==> config.mk <==
export PLATFORM = sky130hd
export DESIGN_NAME = mp_uart_rx
export DESIGN_NICKNAME = d
export VERILOG_FILES = /design/src/rtl/uart_rx_pkg.sv /design/src/rtl/rx_bit_engine.sv /design/src/rtl/rx_queue.sv /design/src/rtl/mp_uart_rx.sv
export SDC_FILE = /design/constraint.sdc
export NUM_CORES = 1
export LEC_CHECK = 0
export ABC_AREA = 1
export BUFFER_PORTS_ARGS = -buffer_cell sky130_fd_sc_hd__buf_2
export CAP_MARGIN = 20
export CORE_ASPECT_RATIO = 0.9
export CORE_MARGIN = 3
export CORE_UTILIZATION = 55
export CTS_BUF_LIST = sky130_fd_sc_hd__clkbuf_4 sky130_fd_sc_hd__clkbuf_8 sky130_fd_sc_hd__clkbuf_16
export CTS_CLUSTER_SIZE = 14
export DETAILED_ROUTE_END_ITERATION = 10
export PLACE_DENSITY = 0.72
export SYNTH_ARGS = -nofsm -noshare
export SYNTH_HDL_FRONTEND = slang
export SYNTH_HIERARCHICAL = 1
export SYNTH_SLANG_ARGS = --single-unit
==> constraint.sdc <==
create_clock -name clk -period 3.6 [get_ports clk]
set_input_delay 0.54 -clock clk [delete_from_list [all_inputs] [get_ports clk]]
set_output_delay 0.54 -clock clk [all_outputs]
set_load 0.01 [all_outputs]
==> src/rtl/uart_rx_pkg.sv <==
// Shared types for the serial receiver.
// Assumes: nothing beyond the definitions below.
package uart_rx_pkg;
    typedef struct packed {
        logic ovr;
        logic fe;
        logic pe;
    } rx_status_t;

    localparam int STAT_W = $bits(rx_status_t);
endpackage

==> src/rtl/rx_bit_engine.sv <==
// Bit engine: finds start bits, samples each bit at its centre, and reports a
// finished character with its data, extra bit and framing result.
// Assumes: baud_tick is one clock wide at OSR times the bit rate, and OSR is even.
module rx_bit_engine #(
    parameter int OSR = 16
) (
    input  logic       clk,
    input  logic       rst_n,
    input  logic       baud_tick,
    input  logic       rx,
    input  logic       rx_en,
    input  logic       mp_mode,
    input  logic [2:0] fmt,
    output logic       done,
    output logic [7:0] char_data,
    output logic       char_x,
    output logic       char_fe,
    output logic       char_par_chk
);
    localparam int CW = $clog2(OSR);
    localparam logic [CW-1:0] HALF_M1 = CW'(OSR / 2 - 1);
    localparam logic [CW-1:0] FULL_M1 = CW'(OSR - 1);

    typedef enum logic [1:0] {S_IDLE, S_START, S_BITS} st_t;

    st_t         state;
    logic [1:0]  sync;
    logic        rx_s;
    logic        armed;
    logic [CW-1:0] cnt;
    logic [3:0]  bidx;
    logic [7:0]  shreg;
    logic        xbit;
    logic        fe;
    logic        f8, fpar, ftwo, fmp;
    logic [3:0]  nd;
    logic        hasx;
    logic [3:0]  last;

    assign rx_s = sync[1];
    assign nd   = f8 ? 4'd8 : 4'd7;
    assign hasx = fpar | fmp;
    assign last = nd + {3'b0, hasx} + {3'b0, ftwo};

    // Bring the serial line into the clock domain.
    always_ff @(posedge clk) begin
        if (!rst_n) sync <= 2'b11;
        else        sync <= {sync[0], rx};
    end

    // Bit timing, sampling and character assembly.
    always_ff @(posedge clk) begin
        if (!rst_n) begin
            state <= S_IDLE;
            armed <= 1'b0;
            cnt   <= '0;
            bidx  <= '0;
            shreg <= '0;
            xbit  <= 1'b0;
            fe    <= 1'b0;
            f8    <= 1'b0;
            fpar  <= 1'b0;
            ftwo  <= 1'b0;
            fmp   <= 1'b0;
            done  <= 1'b0;
            char_data    <= '0;
            char_x       <= 1'b0;
            char_fe      <= 1'b0;
            char_par_chk <= 1'b0;
        end else begin
            done <= 1'b0;
            if (!rx_en) begin
                state <= S_IDLE;
                armed <= 1'b0;
            end else begin
                case (state)
                    S_IDLE: begin
                        if (rx_s) armed <= 1'b1;
                        if (baud_tick && !rx_s && armed) begin
                            state <= S_START;
                            cnt   <= '0;
                            f8    <= fmt[2];
                            fpar  <= fmt[1];
                            ftwo  <= fmt[0];
                            fmp   <= mp_mode;
                        end
                    end
                    S_START: begin
                        if (baud_tick) begin
                            if (cnt == HALF_M1) begin
                                cnt <= '0;
                                if (!rx_s) begin
                                    state <= S_BITS;
                                    bidx  <= '0;
                                    shreg <= '0;
                                    xbit  <= 1'b0;
                                    fe    <= 1'b0;
                                end else begin
                                    state <= S_IDLE;
                                end
                            end else begin
                                cnt <= cnt + 1'b1;
                            end
                        end
                    end
                    S_BITS: begin
                        if (baud_tick) begin
                            if (cnt == FULL_M1) begin
                                cnt <= '0;
                                if (bidx < nd)                     shreg[bidx[2:0]] <= rx_s;
                                else if (hasx && bidx == nd)       xbit <= rx_s;
                                else if (!rx_s)                    fe <= 1'b1;
                                if (bidx == last) begin
                                    state        <= S_IDLE;
                                    armed        <= 1'b0;
                                    done         <= 1'b1;
                                    char_data    <= shreg;
                                    char_x       <= xbit;
                                    char_fe      <= fe | !rx_s;
                                    char_par_chk <= fpar & !fmp;
                                end else begin
                                    bidx <= bidx + 1'b1;
                                end
                            end else begin
                                cnt <= cnt + 1'b1;
                            end
                        end
                    end
                    default: state <= S_IDLE;
                endcase
            end
        end
    end

    // a disabled receiver is back in idle on the next cycle.
    a_r9_abort_to_idle: assert property (@(posedge clk) disable iff (!rst_n)
        !rx_en |=> (state == S_IDLE && !done));
endmodule

==> src/rtl/rx_queue.sv <==
// Queue of DEPTH entries, W bits each. mark ORs mark_mask into the most
// recently written entry that is still present.
// Assumes: DEPTH is a power of two, and mark is not raised in the same cycle as push.
module rx_queue #(
    parameter int W     = 8,
    parameter int DEPTH = 4
) (
    input  logic         clk,
    input  logic         rst_n,
    input  logic         push,
    input  logic [W-1:0] din,
    input  logic         pop,
    input  logic         mark,
    input  logic [W-1:0] mark_mask,
    output logic [W-1:0] dout,
    output logic [$clog2(DEPTH):0] level,
    output logic         empty,
    output logic         full
);
    localparam int AW = $clog2(DEPTH);

    logic [W-1:0] mem [DEPTH];
    logic [AW:0]  wptr, rptr;
    logic [AW-1:0] newest;
    logic do_push, do_pop;

    assign level   = wptr - rptr;
    assign empty   = (level == '0);
    assign full    = (level == (AW+1)'(DEPTH));
    assign do_push = push && !full;
    assign do_pop  = pop && !empty;
    assign newest  = wptr[AW-1:0] - 1'b1;
    assign dout    = mem[rptr[AW-1:0]];

    // Advance the read and write pointers.
    always_ff @(posedge clk) begin
        if (!rst_n) begin
            wptr <= '0;
            rptr <= '0;
        end else begin
            if (do_push) wptr <= wptr + 1'b1;
            if (do_pop)  rptr <= rptr + 1'b1;
        end
    end

    // Write new entries and mark the newest one.
    always_ff @(posedge clk) begin
        if (!rst_n) begin
            for (int e = 0; e < DEPTH; e++) mem[e] <= '0;
        end else if (do_push) begin
            mem[wptr[AW-1:0]] <= din;
        end else if (mark && !empty) begin
            mem[newest] <= mem[newest] | mark_mask;
        end
    end

    // the queue never holds more than DEPTH entries.
    a_r8_level_bound: assert property (@(posedge clk) disable iff (!rst_n)
        level <= (AW+1)'(DEPTH));
endmodule

==> src/rtl/mp_uart_rx.sv <==
// Serial receiver top. Applies the wake-up filter and the parity check, then
// fills the data and status queues in step and keeps the sticky flags.
// Assumes: queue depth is a power of two; err_clear and pop are one-cycle pulses.
module mp_uart_rx
    import uart_rx_pkg::*;
#(
    parameter int OSR   = 16,
    parameter int DEPTH = 4
) (
    input  logic       clk,
    input  logic       rst_n,
    input  logic       baud_tick,
    input  logic       rx,
    input  logic       rx_en,
    input  logic       mp_mode,
    input  logic       mp_en,
    input  logic [2:0] fmt,
    input  logic       parity_odd,
    input  logic       err_clear,
    input  logic       pop,
    output logic       data_valid,
    output logic [7:0] top_data,
    output logic       top_mpb,
    output logic       top_ovr,
    output logic       top_fe,
    output logic       top_pe,
    output logic       flag_overrun,
    output logic       flag_framing,
    output logic       flag_parity,
    output logic       flag_break
);
    localparam int LW = $clog2(DEPTH) + 1;
    localparam int DW = 9;

    logic       done, cx, cfe, cpchk;
    logic [7:0] cdata;
    logic       pe, keep, store, ovr_evt, brk_evt;
    logic [DW-1:0] dq_out;
    rx_status_t    sq_in, sq_out, sq_mask;
    logic [LW-1:0] dlevel, slevel;
    logic dempty, dfull, sempty, sfull;

    rx_bit_engine #(.OSR(OSR)) i_engine (
        .clk, .rst_n, .baud_tick, .rx, .rx_en, .mp_mode, .fmt,
        .done, .char_data(cdata), .char_x(cx), .char_fe(cfe), .char_par_chk(cpchk)
    );

    assign pe      = cpchk && ((^cdata ^ cx) != parity_odd);
    assign keep    = !(mp_mode && mp_en && !cx);
    assign store   = done && keep && !dfull;
    assign ovr_evt = done && keep && dfull;
    assign brk_evt = store && cfe && (cdata == 8'h00) && !cx;

    assign sq_in   = '{ovr: 1'b0, fe: cfe, pe: pe};
    assign sq_mask = '{ovr: 1'b1, fe: 1'b0, pe: 1'b0};

    rx_queue #(.W(DW), .DEPTH(DEPTH)) i_dq (
        .clk, .rst_n, .push(store), .din({cx, cdata}), .pop,
        .mark(1'b0), .mark_mask('0), .dout(dq_out), .level(dlevel),
        .empty(dempty), .full(dfull)
    );

    rx_queue #(.W(STAT_W), .DEPTH(DEPTH)) i_sq (
        .clk, .rst_n, .push(store), .din(sq_in), .pop,
        .mark(ovr_evt), .mark_mask(sq_mask), .dout(sq_out), .level(slevel),
        .empty(sempty), .full(sfull)
    );

    assign data_valid = !dempty;
    assign top_data   = dq_out[7:0];
    assign top_mpb    = mp_mode & dq_out[8];
    assign top_ovr    = sq_out.ovr;
    assign top_fe     = sq_out.fe;
    assign top_pe     = sq_out.pe;

    // Sticky flags: a new event wins over a clear in the same cycle.
    always_ff @(posedge clk) begin
        if (!rst_n) begin
            flag_overrun <= 1'b0;
            flag_framing <= 1'b0;
            flag_parity  <= 1'b0;
            flag_break   <= 1'b0;
        end else begin
            flag_overrun <= (flag_overrun & !err_clear) | ovr_evt;
            flag_framing <= (flag_framing & !err_clear) | (store & cfe);
            flag_parity  <= (flag_parity  & !err_clear) | (store & pe);
            flag_break   <= (flag_break   & !err_clear) | brk_evt;
        end
    end

    // both queues hold the same number of entries.
    a_r7_queues_aligned: assert property (@(posedge clk) disable iff (!rst_n)
        (dlevel == slevel) && (dempty == sempty) && (dfull == sfull));

    // a filtered character changes neither the queue level nor the flags.
    a_r4_filter_no_write: assert property (@(posedge clk) disable iff (!rst_n)
        (done && mp_mode && mp_en && !cx && !pop && !err_clear)
        |=> ($stable(dlevel) && $stable(flag_framing) && $stable(flag_parity)
             && $stable(flag_overrun) && $stable(flag_break)));

    // a clear with no character finishing leaves all flags low.
    a_r10_clear_flags: assert property (@(posedge clk) disable iff (!rst_n)
        (err_clear && !done)
        |=> !(flag_overrun || flag_framing || flag_parity || flag_break));

    // an overrun event leaves the queue full and raises the sticky flag.
    a_r8_overrun_flag: assert property (@(posedge clk) disable iff (!rst_n)
        (ovr_evt && !pop) |=> (flag_overrun && dfull));
endmodule

==> results of run 1 <==
worst reg2reg max path: stages, from the launching register on:
cell     delay, ns
dfxtp_1       0.33
inv_1         0.06
ha_1          0.20
fa_1          0.41
inv_1         0.10
nand2_1       0.08
nand2_1       0.08
nand2_1       0.06
nand3_2       0.11
inv_1         0.11
nor2_4        0.27
nand2_4       0.14
nor2_4        0.27
inv_1         0.09
nand2_1       0.08
nand2_1       0.07
nand2_2       0.17
nand2_1       0.30
stage by stage:
step | hold slack [ns] | setup slack [ns] | power [mW] | cell area (µm²)
after global routing | 0.371 | 0.0199 | 3.52 | 6970
after CTS | 0.379 | 0.376 | 3.33 | 6970
after detailed placement | 0.403 | 0.411 | 2.34 | 6670
after global placement | 0.396 | 0.534 | 2.31 | 6670
after floorplan | 0.393 | 0.615 | 2.09 | 6450
final | 0.385 | 0.352 | 3.33 | 6970
layout make-up:
cell class	instances	area (µm²)	area share [%]
clock inverters	5	53.8	0.772
well taps	152	190	2.73
multi-input cells	609	3270	46.9
repair buffers	35	190	2.73
flip-flops and latches	107	2620	37.7
clock buffers	11	240	3.45
inverters	106	403	5.78
state kept, by name, indices dropped and copies added (netlist names), 2 cells and up, named ones only:
signal              cells
i_dq/mem               36
i_sq/rptr               3
i_dq/rptr               3
i_sq/mem               12
i_sq/wptr               3
i_engine/bidx           4
i_dq/wptr               3
i_engine/sync           2
i_engine/shreg          8
i_engine/char_data      8
i_engine/state          2
i_engine/cnt            4
report_power, final:
group,switching (mW),total [mW],internal [mW]
clock network,0.439,0.991,0.552
registers,0.101,1.48,1.38
logic,0.554,0.853,0.299
total,1.09,3.33,2.23
routing by layer:
layer	up-vias	part of all wire (%)
li1	2820	-
met1	2603	46
met2	145	47
met3	21	5.3
met4	0	1.4
met5	-	0
placed cells by master, fill, tap and decap left out, types with 2 or more instances in the layout:
| cell | instances |
|---|---|
| a21o_1 | 10 |
| a21oi_1 | 50 |
| a22oi_1 | 4 |
| buf_2 | 29 |
| buf_4 | 6 |
| clkbuf_16 | 9 |
| clkbuf_4 | 2 |
| clkinv_1 | 3 |
| clkinvlp_4 | 2 |
| conb_1 | 14 |
| dfxtp_1 | 59 |
| edfxtp_1 | 48 |
| fa_1 | 3 |
| ha_1 | 21 |
| inv_1 | 75 |
| inv_2 | 28 |
| nand2_1 | 200 |
| nand2_2 | 27 |
| nand2_4 | 12 |
| nand3_1 | 59 |
| nand3_2 | 9 |
| nand3b_1 | 2 |
| nand4_1 | 36 |
| nor2_1 | 79 |
| nor2_2 | 2 |
| nor2_4 | 7 |
| nor3_1 | 3 |
| o21ai_0 | 36 |
| o22ai_1 | 14 |
| or2_0 | 3 |
| or2_2 | 3 |
| xor2_1 | 2 |
how the worst max path moves through the flow:
stage | startpoint | to | depth (start not counted)
finish | i_dq/wptr[0]$_SDFFE_PN0P_ | i_dq/mem[1][7]$_SDFFCE_PN0P_ | 17
global route | i_dq/wptr[0]$_SDFFE_PN0P_ | i_dq/mem[1][8]$_SDFFCE_PN0P_ | 17
CTS | i_dq/wptr[0]$_SDFFE_PN0P_ | i_dq/mem[1][8]$_SDFFCE_PN0P_ | 17
detailed placement | i_dq/wptr[0]$_SDFFE_PN0P_ | i_dq/mem[1][3]$_SDFFCE_PN0P_ | 17
global placement | i_dq/wptr[0]$_SDFFE_PN0P_ | i_dq/mem[1][8]$_SDFFCE_PN0P_ | 17
floorplan | i_dq/wptr[0]$_SDFFE_PN0P_ | i_dq/mem[3][0]$_DFFE_PP_ | 16
==> run metrics, run 1 <==
crit path time final around 3.2 ns; largest net degree at the start of global routing 39; I/O pins 30; final wirelength approximately 15 mm; crit end category flop; vias in the first global route between 5000 and 6000; Lkg Pwr 2.98 nW; R2R Setup Slk approximately 0.35 ns; RSZ-0062 raised after global routing no; first-pass detailed-route iteration total 5; crit path buf inv count 4; status finished clean; worst hold path cell count 2; hold wc startpoint rx; hold_buf cts 0; placed insts 1009; core area between 10000 and 15000 µm²; via count between 5000 and 6000; placer congestion estimate roughly 0.86; final design utilization between 60% and 70%; met3 Use GR between 5 and 6%; n_diodes 0; wire length per cell ~14 µm; FF-to-FF Start i_dq/wptr[0]$_SDFFE_PN0P_; count of input and output buffers 29; TritonCTS Buffers 9; Fill cells 1004; CTS clk-pin slew, worst paths approximately 0.070 ns; reg-to-reg endpoint i_dq/mem[1][7]$_SDFFCE_PN0P_; total track usage 23.7%; vias per cell between 5 and 6; GR Util met2 about two fifths; Max Slew Vio Count 0; Die X between 100 and 150 µm; die area approximately 13000 µm²; Syn Area/Cell 7.66 µm²; Pwr Density 478 nW/µm²; Mapped Cells between 800 and 900; area of the mapped netlist about 6400 µm²; Synth Warn # 6; clock skew ~0.0079 ns; final std cells w/o fill between 1000 and 1500; Post-DP HPWL around 11 mm; Layout area overhead 8.67%; type of the most critical hold path in2reg; setup bufs post-CTS 0; remaining antenna violation count 0; die height 108 µm; CP max FO 11; initial antenna violation count 0; GRT busiest layer met2; Setup-failing EPs final 0; Post-CTS Resized 0; Largest stage delay, worst path 0.41 ns; share of cells above drive strength 1 between 10% and 20%; max-cap violations 0; CTS H-tree lvls 3; first-pass GRT wire length 24.9 mm; nets@finish roughly 900; CTS tree built; CTS Buffer Depth 2; Worst VDD drop around 0.24 mV; crit share post-route around 90%; crit start category flop; row count 36; starting density of the core between 50 and 60%; Worst Hold End i_engine/sync[0]$_SDFF_PN1_; kind of critical path reg2reg; Clk Latency, worst-skew pair about 0.35 ns; crit-path leading delay family simple AND/OR/NAND/NOR gates; detailed-route DRC error count 0; Fmax 0.308 GHz; most frequent CP cell nand2_1; grt total ovfl 0; First DRT Iteration DRCs around 480; slew margin rel. roughly 30%; Arr. time, crit path 3.27 ns; Worst Reg-to-Reg Cells 17; WP data required between 3 and 4 ns; Slowest-stage cell, CP fa_1; GRT met1 Usage about 32%; crit path cell chain inv_1 -> ha_1 -> fa_1 -> inv_1 -> nand2_1 -> nand2_1 -> nand2_1 -> nand3_2 -> inv_1 -> nor2_4 -> nand2_4 -> nor2_4 -> inv_1 -> nand2_1 -> nand2_1 -> nand2_2 -> nand2_1; Slew @ Worst Pin about 1.1 ns; final setup TNS 0 ns; clk sinks 107; CTS root buf clkbuf_16; Hold Vio Cnt, Final 0
Power figures use the tool's default switching activity.
==> inputs of run 2 (changes only) <==
--- a/config.mk
+++ b/config.mk
@@ -14,7 +14,7 @@
 export CTS_BUF_LIST = sky130_fd_sc_hd__clkbuf_4 sky130_fd_sc_hd__clkbuf_8 sky130_fd_sc_hd__clkbuf_16
 export CTS_CLUSTER_SIZE = 14
 export DETAILED_ROUTE_END_ITERATION = 10
-export PLACE_DENSITY = 0.72
+export PLACE_DENSITY = 0.74
 export SYNTH_ARGS = -nofsm -noshare
 export SYNTH_HDL_FRONTEND = slang
 export SYNTH_HIERARCHICAL = 1
==> constraint.sdc (replaced) <==
create_clock -name clk -period 2.8 [get_ports clk]
set_input_delay 0.42 -clock clk [delete_from_list [all_inputs] [get_ports clk]]
set_output_delay 0.42 -clock clk [all_outputs]
set_load 0.01 [all_outputs]
==> run metrics, run 2 (synthesized netlist as in run 1, its figures left out) <==
Layout area overhead 10.9%; Worst VDD drop 0.340 mV (+42%); count of input and output buffers 29 (unchanged); placer congestion estimate 0.873 (+1.3%); CP max FO 5 (-6); First DRT Iteration DRCs 522 (+9.4%); die area 13000 µm² (unchanged); vias per cell 5.51 (+1.1%); Slew @ Worst Pin 0.565 ns (-0.488 ns); largest net degree at the start of global routing 26 (-33%); WP data required 2.86 ns (-0.76 ns); Slowest-stage cell, CP fa_2; CTS Buffer Depth 2 (unchanged); final wirelength 15.3 mm (+5.4%); wire length per cell 14.8 µm (+4.0%); Arr. time, crit path 2.69 ns (-0.58 ns); I/O pins 30 (unchanged); commonest non-fill, non-tap cell in the layout nand2_1; max FFs per register 36 (unchanged); total track usage 24.2% (+0.49 points); met3 Use GR 6.12% (+0.89 points); GRT busiest layer met2; starting density of the core 57.8% (unchanged); Largest stage delay, worst path 0.36 ns (-0.05 ns); CTS H-tree lvls 3 (unchanged); row count 36 (unchanged); Pwr Density 607 nW/µm² (+27%); core area 11100 µm² (unchanged); hold_buf cts 0 (unchanged); die height 108 µm (unchanged); most frequent CP cell nand2_1; type of the most critical hold path in2reg; crit share post-route 93.9% (+3.6 points); Top Registers i_dq/mem (36), i_sq/mem (12); via count 5727 (+2.5%); TritonCTS Buffers 9 (unchanged); Fmax 0.380 GHz (+24%); crit path time final 2.63 ns (-0.620 ns); CTS tree built; CTS clk-pin slew, worst paths 0.07 ns (about the same); kind of critical path reg2reg; Worst Reg-to-Reg Cells 15 (-2); Post-DP HPWL 11.2 mm (+2.9%); worst hold path cell count 2 (unchanged); crit start category flop; crit path cell chain inv_1 -> ha_1 -> fa_2 -> inv_1 -> nand2_1 -> nand2_1 -> nand2_1 -> nand3_2 -> inv_2 -> nor2_4 -> buf_4 -> nand4_1 -> nand2_4 -> nand4_2 -> nand2_1; FF-to-FF Start i_dq/wptr[0]$_SDFFE_PN0P_; CTS root buf clkbuf_16; placed insts 1016 (+0.69%); Fill cells 947 (-5.7%); slew margin rel. 62.3% (+33 points); n_diodes 0 (unchanged); max-cap violations 0 (unchanged); clk sinks 107 (unchanged); remaining antenna violation count 0 (unchanged); Max Slew Vio Count 0 (unchanged); Lkg Pwr 3.05 nW (+2.4%); commonest cells after routing, fill and taps aside nand2_1, nor2_1, inv_1, nand3_1, dfxtp_1; Setup-failing EPs final 0 (unchanged); nets@finish 919 (+1.5%); hold wc startpoint rx; first-pass detailed-route iteration total 5 (unchanged); Reg with most FFs i_dq/mem; final std cells w/o fill 1039 (+1.4%); grt total ovfl 0 (unchanged); R2R Setup Slk 0.17 ns (-0.18 ns); Hold Vio Cnt, Final 0 (unchanged); detailed-route DRC error count 0 (unchanged); first-pass GRT wire length 25.3 mm (+1.4%); vias in the first global route 5397 (+2.4%); dpl cell area 6740 µm² (+1.1%); status finished clean; Worst Hold End i_engine/sync[0]$_SDFF_PN1_; reg-to-reg endpoint i_sq/mem[2][0]$_SDFFCE_PN0P_; clock skew 0.00838 ns (+0.000507 ns); crit end category flop; GRT met1 Usage 32.4% (-0.11 points); Clk Latency, worst-skew pair 0.35 ns (about the same); share of cells above drive strength 1 19.1% (+2.2 points); final instance area 7110 µm² (+2.1%); GR Util met2 38.7% (+0.40 points); initial antenna violation count 0 (unchanged); Die X 120 µm (unchanged)
==> run 2: where the power goes <==
part / leakage [nW] / switching (mW) / internal (mW)
clock network: 0.139 / 0.552 / 0.695
registers: 0.974 / 0.112 / 1.78
logic: 1.94 / 0.763 / 0.416
==> run 2: cell type report <==
type | count | area (µm²) | share of cell area, %
Inverter | 106 | 403 | 5.67
Sequential cell | 107 | 2620 | 36.9
Timing Repair Buffer | 49 | 299 | 4.21
Clock buffer | 10 | 233 | 3.27
Tap cell | 152 | 190 | 2.67
Multi-Input combinational cell | 609 | 3310 | 46.5
Clock inverter | 6 | 56.3 | 0.792
==> run 2: worst max-delay path by stage <==
stage               cells after the start                      start                            to  slack (ns)
finish                                 15  i_dq/wptr[0]$_SDFFE_PN0P_  i_sq/mem[2][0]$_SDFFCE_PN0P_        0.17
global route                           18  i_dq/wptr[0]$_SDFFE_PN0P_  i_dq/mem[1][5]$_SDFFCE_PN0P_      -0.007
CTS                                    14  i_dq/wptr[0]$_SDFFE_PN0P_      i_sq/mem[3][1]$_DFFE_PP_        0.03
detailed placement                     14  i_dq/wptr[0]$_SDFFE_PN0P_      i_sq/mem[3][1]$_DFFE_PP_        0.04
global placement                       14  i_dq/wptr[0]$_SDFFE_PN0P_      i_sq/mem[3][0]$_DFFE_PP_        0.18
floorplan                              18  i_dq/wptr[0]$_SDFFE_PN0P_  i_dq/mem[2][0]$_SDFFCE_PN0P_        0.03
==> run 2: metal layers <==
layer	routed length (µm)	share of wire, %
met3	1010	6.6
met2	7170	47
met4	207	1.4
met1	6940	45
met5	0	0
==> run 2: what timing repair did <==
action                     CTS  global route
resized for setup            0             6
setup buffers                0             7
setup endpoints to repair    0            75
==> run 2: through the flow <==
step | setup TNS (ns) | total power [mW] | worst slack (ns) | util, % | hold slack (ns)
floorplan | 0 | 2.70 | 0.0256 | - | 0.393
global placement | 0 | 3.00 | 0.176 | 60.9 | 0.394
detailed placement | 0 | 3.05 | 0.0369 | 60.9 | 0.399
CTS | 0 | 4.30 | 0.0290 | 63.5 | 0.238
global route | -0.0387 | 4.55 | -0.00730 | 64.2 | 0.240
finish | 0 | 4.31 | 0.171 | 64.2 | 0.248
==> run 2: critical path, delay by kind of cell, from the launching register on <==
family	cells	cell delay (ns)
flip-flops	1	0.33
buffers and inverters	4	0.36
adder cells (fa/ha/maj)	2	0.57
AND/OR/NAND/NOR	9	1.09
